### src/rtl/cdet_pkg.sv
package cdet_pkg;

  typedef enum logic {
    HYS_LOW  = 1'b0,
    HYS_HIGH = 1'b1
  } hys_state_e;

  // width of tree level k when n leaves are grouped g at a time
  function automatic int level_width(int n, int k, int g);
    int w;
    w = n;
    for (int i = 0; i < k; i++) w = (w + g - 1) / g;
    return w;
  endfunction

  // number of reduction levels needed to reach a single node
  function automatic int tree_levels(int n, int g);
    int w;
    int l;
    w = n;
    l = 0;
    while (w > 1) begin
      w = (w + g - 1) / g;
      l++;
    end
    return l;
  endfunction

  // first flat index of level k
  function automatic int level_offset(int n, int k, int g);
    int s;
    s = 0;
    for (int i = 0; i < k; i++) s += level_width(n, i, g);
    return s;
  endfunction

endpackage

### src/rtl/cdet_rst_sync.sv
module cdet_rst_sync (
  input  logic clk,
  input  logic rst_n,
  output logic rst_sync_n
);

  logic meta_q;
  logic hold_q;

  always_ff @(posedge clk or negedge rst_n) begin
    if (!rst_n) begin
      meta_q <= 1'b0;
      hold_q <= 1'b0;
    end else begin
      meta_q <= 1'b1;
      hold_q <= meta_q;
    end
  end

  assign rst_sync_n = hold_q;

endmodule

### src/rtl/cdet_bit_or.sv
module cdet_bit_or #(
  parameter int WIDTH = 16
) (
  input  logic [WIDTH-1:0] rail0_i,
  input  logic [WIDTH-1:0] rail1_i,
  input  logic             sleep_i,
  output logic [WIDTH-1:0] hit_o
);

  // one two-input OR per bit, held low while asleep
  for (genvar b = 0; b < WIDTH; b++) begin : g_bit
    assign hit_o[b] = (rail0_i[b] | rail1_i[b]) & ~sleep_i;
  end

endmodule

### src/rtl/cdet_and_tree.sv
module cdet_and_tree
  import cdet_pkg::*;
#(
  parameter int WIDTH = 16,
  parameter int GROUP = 4
) (
  input  logic [WIDTH-1:0] leaf_i,
  input  logic             sleep_i,
  output logic             done_o
);

  localparam int LEVELS = tree_levels(WIDTH, GROUP);
  localparam int TOTAL  = level_offset(WIDTH, LEVELS + 1, GROUP);

  logic [TOTAL-1:0] node;

  assign node[WIDTH-1:0] = leaf_i;

  for (genvar k = 0; k < LEVELS; k++) begin : g_lvl
    localparam int WI    = level_width(WIDTH, k, GROUP);
    localparam int WO    = level_width(WIDTH, k + 1, GROUP);
    localparam int OFF_I = level_offset(WIDTH, k, GROUP);
    localparam int OFF_O = level_offset(WIDTH, k + 1, GROUP);
    for (genvar j = 0; j < WO; j++) begin : g_node
      localparam int LO = j * GROUP;
      localparam int HI = (LO + GROUP - 1 < WI - 1) ? LO + GROUP - 1 : WI - 1;
      assign node[OFF_O+j] = (&node[OFF_I+HI:OFF_I+LO]) & ~sleep_i;
    end
  end

  assign done_o = node[TOTAL-1];

endmodule

### src/rtl/cdet_hys.sv
module cdet_hys
  import cdet_pkg::*;
(
  input  logic clk,
  input  logic rst_n,
  input  logic a_i,
  input  logic b_i,
  output logic q_n_o
);

  hys_state_e state_q;
  hys_state_e state_d;
  logic       agree_en;

  assign agree_en = (a_i == b_i);

  always_comb begin
    state_d = state_q;
    if (a_i && b_i)        state_d = HYS_HIGH;
    else if (!a_i && !b_i) state_d = HYS_LOW;
  end

  always_ff @(posedge clk or negedge rst_n) begin
    if (!rst_n)        state_q <= HYS_LOW;
    else if (agree_en) state_q <= state_d;
  end

  assign q_n_o = (state_q == HYS_LOW);

endmodule

### src/rtl/cdet_stage.sv
module cdet_stage #(
  parameter int WIDTH = 16,
  parameter int GROUP = 4
) (
  input  logic             clk,
  input  logic             rst_n,
  input  logic [WIDTH-1:0] rail0_i,
  input  logic [WIDTH-1:0] rail1_i,
  input  logic             stage_sleep_i,
  input  logic             downstream_i,
  output logic             complete_o,
  output logic             sleep_o
);

  logic             rst_sync_n;
  logic [WIDTH-1:0] bit_hit;
  logic             tree_done;

  cdet_rst_sync u_rst (
    .clk        (clk),
    .rst_n      (rst_n),
    .rst_sync_n (rst_sync_n)
  );

  cdet_bit_or #(.WIDTH(WIDTH)) u_or (
    .rail0_i (rail0_i),
    .rail1_i (rail1_i),
    .sleep_i (stage_sleep_i),
    .hit_o   (bit_hit)
  );

  cdet_and_tree #(.WIDTH(WIDTH), .GROUP(GROUP)) u_tree (
    .leaf_i  (bit_hit),
    .sleep_i (stage_sleep_i),
    .done_o  (tree_done)
  );

  assign complete_o = tree_done;

  cdet_hys u_hys (
    .clk   (clk),
    .rst_n (rst_sync_n),
    .a_i   (tree_done),
    .b_i   (downstream_i),
    .q_n_o (sleep_o)
  );

endmodule

### config.mk
export PLATFORM = sky130hd
export DESIGN_NAME = cdet_stage
export DESIGN_NICKNAME = d
export VERILOG_FILES = /design/src/rtl/cdet_pkg.sv /design/src/rtl/cdet_rst_sync.sv /design/src/rtl/cdet_bit_or.sv /design/src/rtl/cdet_and_tree.sv /design/src/rtl/cdet_hys.sv /design/src/rtl/cdet_stage.sv
export SDC_FILE = /design/constraint.sdc
export NUM_CORES = 1
export LEC_CHECK = 0
export BUFFER_PORTS_ARGS = -buffer_cell sky130_fd_sc_hd__buf_2
export CAP_MARGIN = 20
export CORE_AREA = 2 2 39 41
export CTS_CLUSTER_SIZE = 10
export DETAILED_ROUTE_END_ITERATION = 7
export DIE_AREA = 0 0 41 43
export GPL_TIMING_DRIVEN = 0
export PLACE_DENSITY_LB_ADDON = 0.12
export SYNTH_ARGS = -nofsm -noshare
export SYNTH_HDL_FRONTEND = slang
export SYNTH_SLANG_ARGS = --single-unit
### constraint.sdc
create_clock -name clk -period 0.8 [get_ports clk]
set_input_delay 0.08 -clock clk [delete_from_list [all_inputs] [get_ports clk]]
set_output_delay 0.08 -clock clk [all_outputs]
set_load 0.02 [all_outputs]
-- Word level (Yosys, flattened, before mapping)
Cells that the tools add are included.
- input bits: 36
- memory bits (read-only): 0
- register bits: 3
- RAM bits: 0
- output and inout port bits: 2
- memories kept: 0
- logic and storage cells: 56
- latch bits: 0
- equality and inequality tests: 1
- reductions and logical operators: 11
- div/mod/pow operators: 0
- multipliers: 0
- multiplexer cells: 2
- order comparisons: 0
- bitwise gates (word level): 39
- $add $sub $neg: 0
- shift operators: 0
- operators with widths (operator ; count):
    1-bit bitwise AND ; 21
    4-bit AND reduction ; 5
    1-bit OR ; 16
    1-bit logical AND ; 2
    1-bit logical NOT ; 2
    1-bit two-way mux ; 2
    1-bit NOT ; 2
    2-bit AND reduction ; 1
    2-bit nonzero test ; 1
    1-bit equality test ; 1

-- Longest topological paths before layout
- depth in word-level cells: 10
- depth in mapped cells: 5

-- Modules after synthesis
A second synthesis with hierarchy kept.
- cells, all modules: 30
- area total of the unflattened synthesis: 389.1 um^2
- by module, submodules not included (module ; area an instance (um^2) ; times used ; cells an instance):
    cdet_bit_or ; 234.0 ; 1 ; 17
    cdet_hys ; 56.3 ; 1 ; 4
    cdet_rst_sync ; 53.8 ; 1 ; 3
    cdet_and_tree ; 45.0 ; 1 ; 6

-- Worst setup path after synthesis
No wires, ideal clock.
- kind: in2reg
- start point: in rail1_i[9]
- end point: reg u_hys.state_q
- path buffers: 0
- data arrival time: 1.251 ns
- setup time: 0.125 ns
- slack: -0.576 ns
- stages: 5
- path through: o22ai_1 -> nor4_1 -> and4_1 -> ha_1 -> mux2_2
- word-level cells in the longest chain between the ends: 10
- elaborated cells on any way between the ends: 13
- those cells by class: eq/ne: 1; mux: 1; bitwise: 4; reduce/logical: 7
- ends and longest elaborated chain (element ; line ; RTL):
    start, declared ; cdet_stage.sv:8 ; input logic [WIDTH-1:0] rail1_i,
    1-bit OR * ; cdet_bit_or.sv:12 ; assign hit_o[b] = (rail0_i[b] | rail1_i[b]) & ~sleep_i;
    1-bit bitwise AND * ; cdet_bit_or.sv:12 ;
    4-bit AND reduction * ; cdet_and_tree.sv:27 ; assign node[OFF_O+j] = (&node[OFF_I+HI:OFF_I+LO]) & ~sleep_i;
    1-bit bitwise AND * ; cdet_and_tree.sv:27 ;
    4-bit AND reduction * ; cdet_and_tree.sv:27 ;
    1-bit bitwise AND * ; cdet_and_tree.sv:27 ;
    named net complete_o ; cdet_stage.sv:11 ; output logic complete_o,
    1-bit logical NOT ; cdet_hys.sv:20 ; else if (!a_i && !b_i) state_d = HYS_LOW;
    1-bit logical AND ; cdet_hys.sv:20 ;
    2-bit nonzero test (no source line) ; - ;
    2-bit AND reduction (no source line) ; - ;
    end signal, assigned ; cdet_hys.sv:25 ; else if (agree_en) state_q <= state_d;
    end, declared ; cdet_hys.sv:11 ; hys_state_e state_q;
Mark *: on every way through the listed nets, which the timed path passes. The rest lies on a longest branch.
A chain may end at the register's enable or synchronous reset.

-- Worst setup path in the final report
- start point: in rail1_i[9]
- end point: reg u_hys.state_q
- word-level cells in the longest chain between the ends: 10
- elaborated cells on any way between the ends: 13
- those cells by class: eq/ne: 1; mux: 1; bitwise: 4; reduce/logical: 7
- ends and longest elaborated chain (element ; line):
    1-bit OR * ; cdet_bit_or.sv:12
    1-bit bitwise AND * ; cdet_bit_or.sv:12
    4-bit AND reduction * ; cdet_and_tree.sv:27
    1-bit bitwise AND * ; cdet_and_tree.sv:27
    4-bit AND reduction * ; cdet_and_tree.sv:27
    1-bit bitwise AND * ; cdet_and_tree.sv:27
    1-bit logical NOT ; cdet_hys.sv:20
    1-bit logical AND ; cdet_hys.sv:20
    2-bit nonzero test (no source line) ; -
    2-bit AND reduction (no source line) ; -
Every way passes the cells marked *; elsewhere a longest branch is shown, timed or not.

==> metrics <==
Inst Count DP 74; antenna-violating nets left 0; final core occ 36.8%; vias in the first global route 285; unrepaired setup endpoints after global routing true; All-Layer GR Usage 8.33%; Post-Syn Area 184 sq um; setup TNS -615 ps; die outline area 1760 sq um; Design Power 0.573 mW; final setup fails 3; clk sinks 3; non-filler cells, final 80; layout cells sized above 1 71.9%; gr ovfl total 0; global-route wire length before repair 1000 um; violations in the final reports negative setup slack; worst min-delay path class flip-flop to asynchronous set/reset pin; WP data required 910 ps; pin count of the biggest net entering global routing 3; total CTS buffers 3; clk_lat worst skew 230 ps; Die X 41 um; final instance area 509 sq um; Final WS setup -315 ps; post-layout min period 1120 ps; Worst Setup End Kind flip-flop; # IOs 38; Initial Util 13.3%; diodes inserted 0; Lkg Pwr 0.264 nW; RePlAce Congestion 0.526; H-tree depth 1; DR iter-0 viols 0; Syn Nets 58; Synth Instances 21; wire length per cell 9.25 um; PwrDens 1130 nW/um^2; max cap viols 0; drt drc 0; DR vias 307; kind of critical path input pin to flip-flop; Core ar. 1380 sq um; Longest Clk Path Bufs 2; Yosys cell types 9; Worst Hold Slack 0.549 ps; Worst-path clk slew 40 ps; post-synthesis sequential area ratio 40.8%; Die Ht 43 um; area leader, netlist dfrtp_1; commonest non-fill, non-tap cell in the layout buf_2; most frequent cells in the layout buf_2, buf_6, o22ai_1; NumNets Final 102; Final period util 139%; final hold viol count 0; TritonCTS clock tree done; drt total wl 740 um; IO buf count 37; post-synth top area share 40.8%; CTS root buf clkbuf_4; Yosys reg bits 3; Clock Skew 2.27 ps; antenna violations before repair 0; row count 14; outcome complete, but fails checks; CP arrival 1230 ps; Setup WS pre-CTS -627 ps; Syn-to-layout area delta 177%; f_max 897 MHz; worst vdd ir 0.651 mV; drt first pass iters 1; syn avg cell area 8.76 sq um; Final Max Slew Viols 0; post-place instance area 404 sq um; Ys Warns 0; startpoint types input pin; vias per inst 3.84; top cells by area, synth dfrtp_1, o22ai_1, nor2_1; CP Max Fanout 2
## report_power, final
part	switching, mW	total [mW]	internal (mW)
logic	0.0501	0.153	0.103
clock network	0.0742	0.261	0.187
registers	0.00153	0.159	0.158
total	0.126	0.573	0.447
## path summary, 6_finish.rpt
check | slack (ps) | cells past startpoint | from | endpoint
max | -320 | 6 | rail1_i[9] | u_hys.state_q
min | 0.5 | 0 | u_rst.rst_sync_n | u_hys.state_q
max reg2reg | 60 | 1 | u_hys.state_q | u_hys.state_q
min reg2reg | 0.5 | 0 | u_rst.rst_sync_n | u_hys.state_q
max in group asynchronous | 540 | 2 | rst_n | u_rst.meta_q
min in group clk | 230 | 3 | downstream_i | u_hys.state_q
## cell usage after synthesis, drive strengths merged
cell	count
and4	1
o22ai	7
nor2	5
conb	1
nor4	1
mux2	1
ha	1
inv	1
dfrtp	3
## flip-flops by register name, summed over array words and instances, names as in the netlist
register	cells
u_rst.meta_q	1
u_rst.rst_sync_n	1
u_hys.state_q	1
## kinds of logic (layout without fill, tap and decap cells)
group / Yosys count / after routing / share of synthesized area, %
other: 1 / 1 / 2.04
buffers and inverters: 1 / 44 / 2.04
multiplexers: 1 / 1 / 6.12
AND/OR/NAND/NOR: 7 / 7 / 18.4
flip-flops: 3 / 3 / 40.8
AO/OA/AOI/OAI: 7 / 7 / 23.8
adder cells (fa/ha/maj): 1 / 1 / 6.80
## routing by layer
| metal | vias up | track usage, % | wire [um] |
|---|---|---|---|
| met2 | 20 | 13.4 | 366 |
| met5 | - | 0 | 0 |
| met4 | 0 | 4.00 | 0 |
| li1 | 165 | - | - |
| met1 | 122 | 8.36 | 241 |
| met3 | 0 | 4.19 | 132 |
## worst max-delay path: stages
cell and delay (ps):
buf_6 70, o22ai_4 60, nor4_2 280, and4_4 280, ha_4 190, mux2_2 260
## cell type report
cell class	count	area, sq um
Clock buffer	4	26.3
Fill cell	143	875
Inverter	1	3.75
Multi-Input combinational cell	17	140
Sequential cell	3	75.1
Tap cell	16	20.0
Timing Repair Buffer	39	244
## what timing repair did
| action | in CTS | in global routing |
|---|---|---|
| setup buffers | 1 | 0 |
| hold buffers | 1 | 0 |
| hold endpoints to repair | 2 | 0 |
| endpoints found under the setup margin | 3 | 3 |
| pin swaps | 2 | 2 |
| gates resized for setup | 10 | 2 |
No activity file was read; power rests on OpenSTA's default activity.
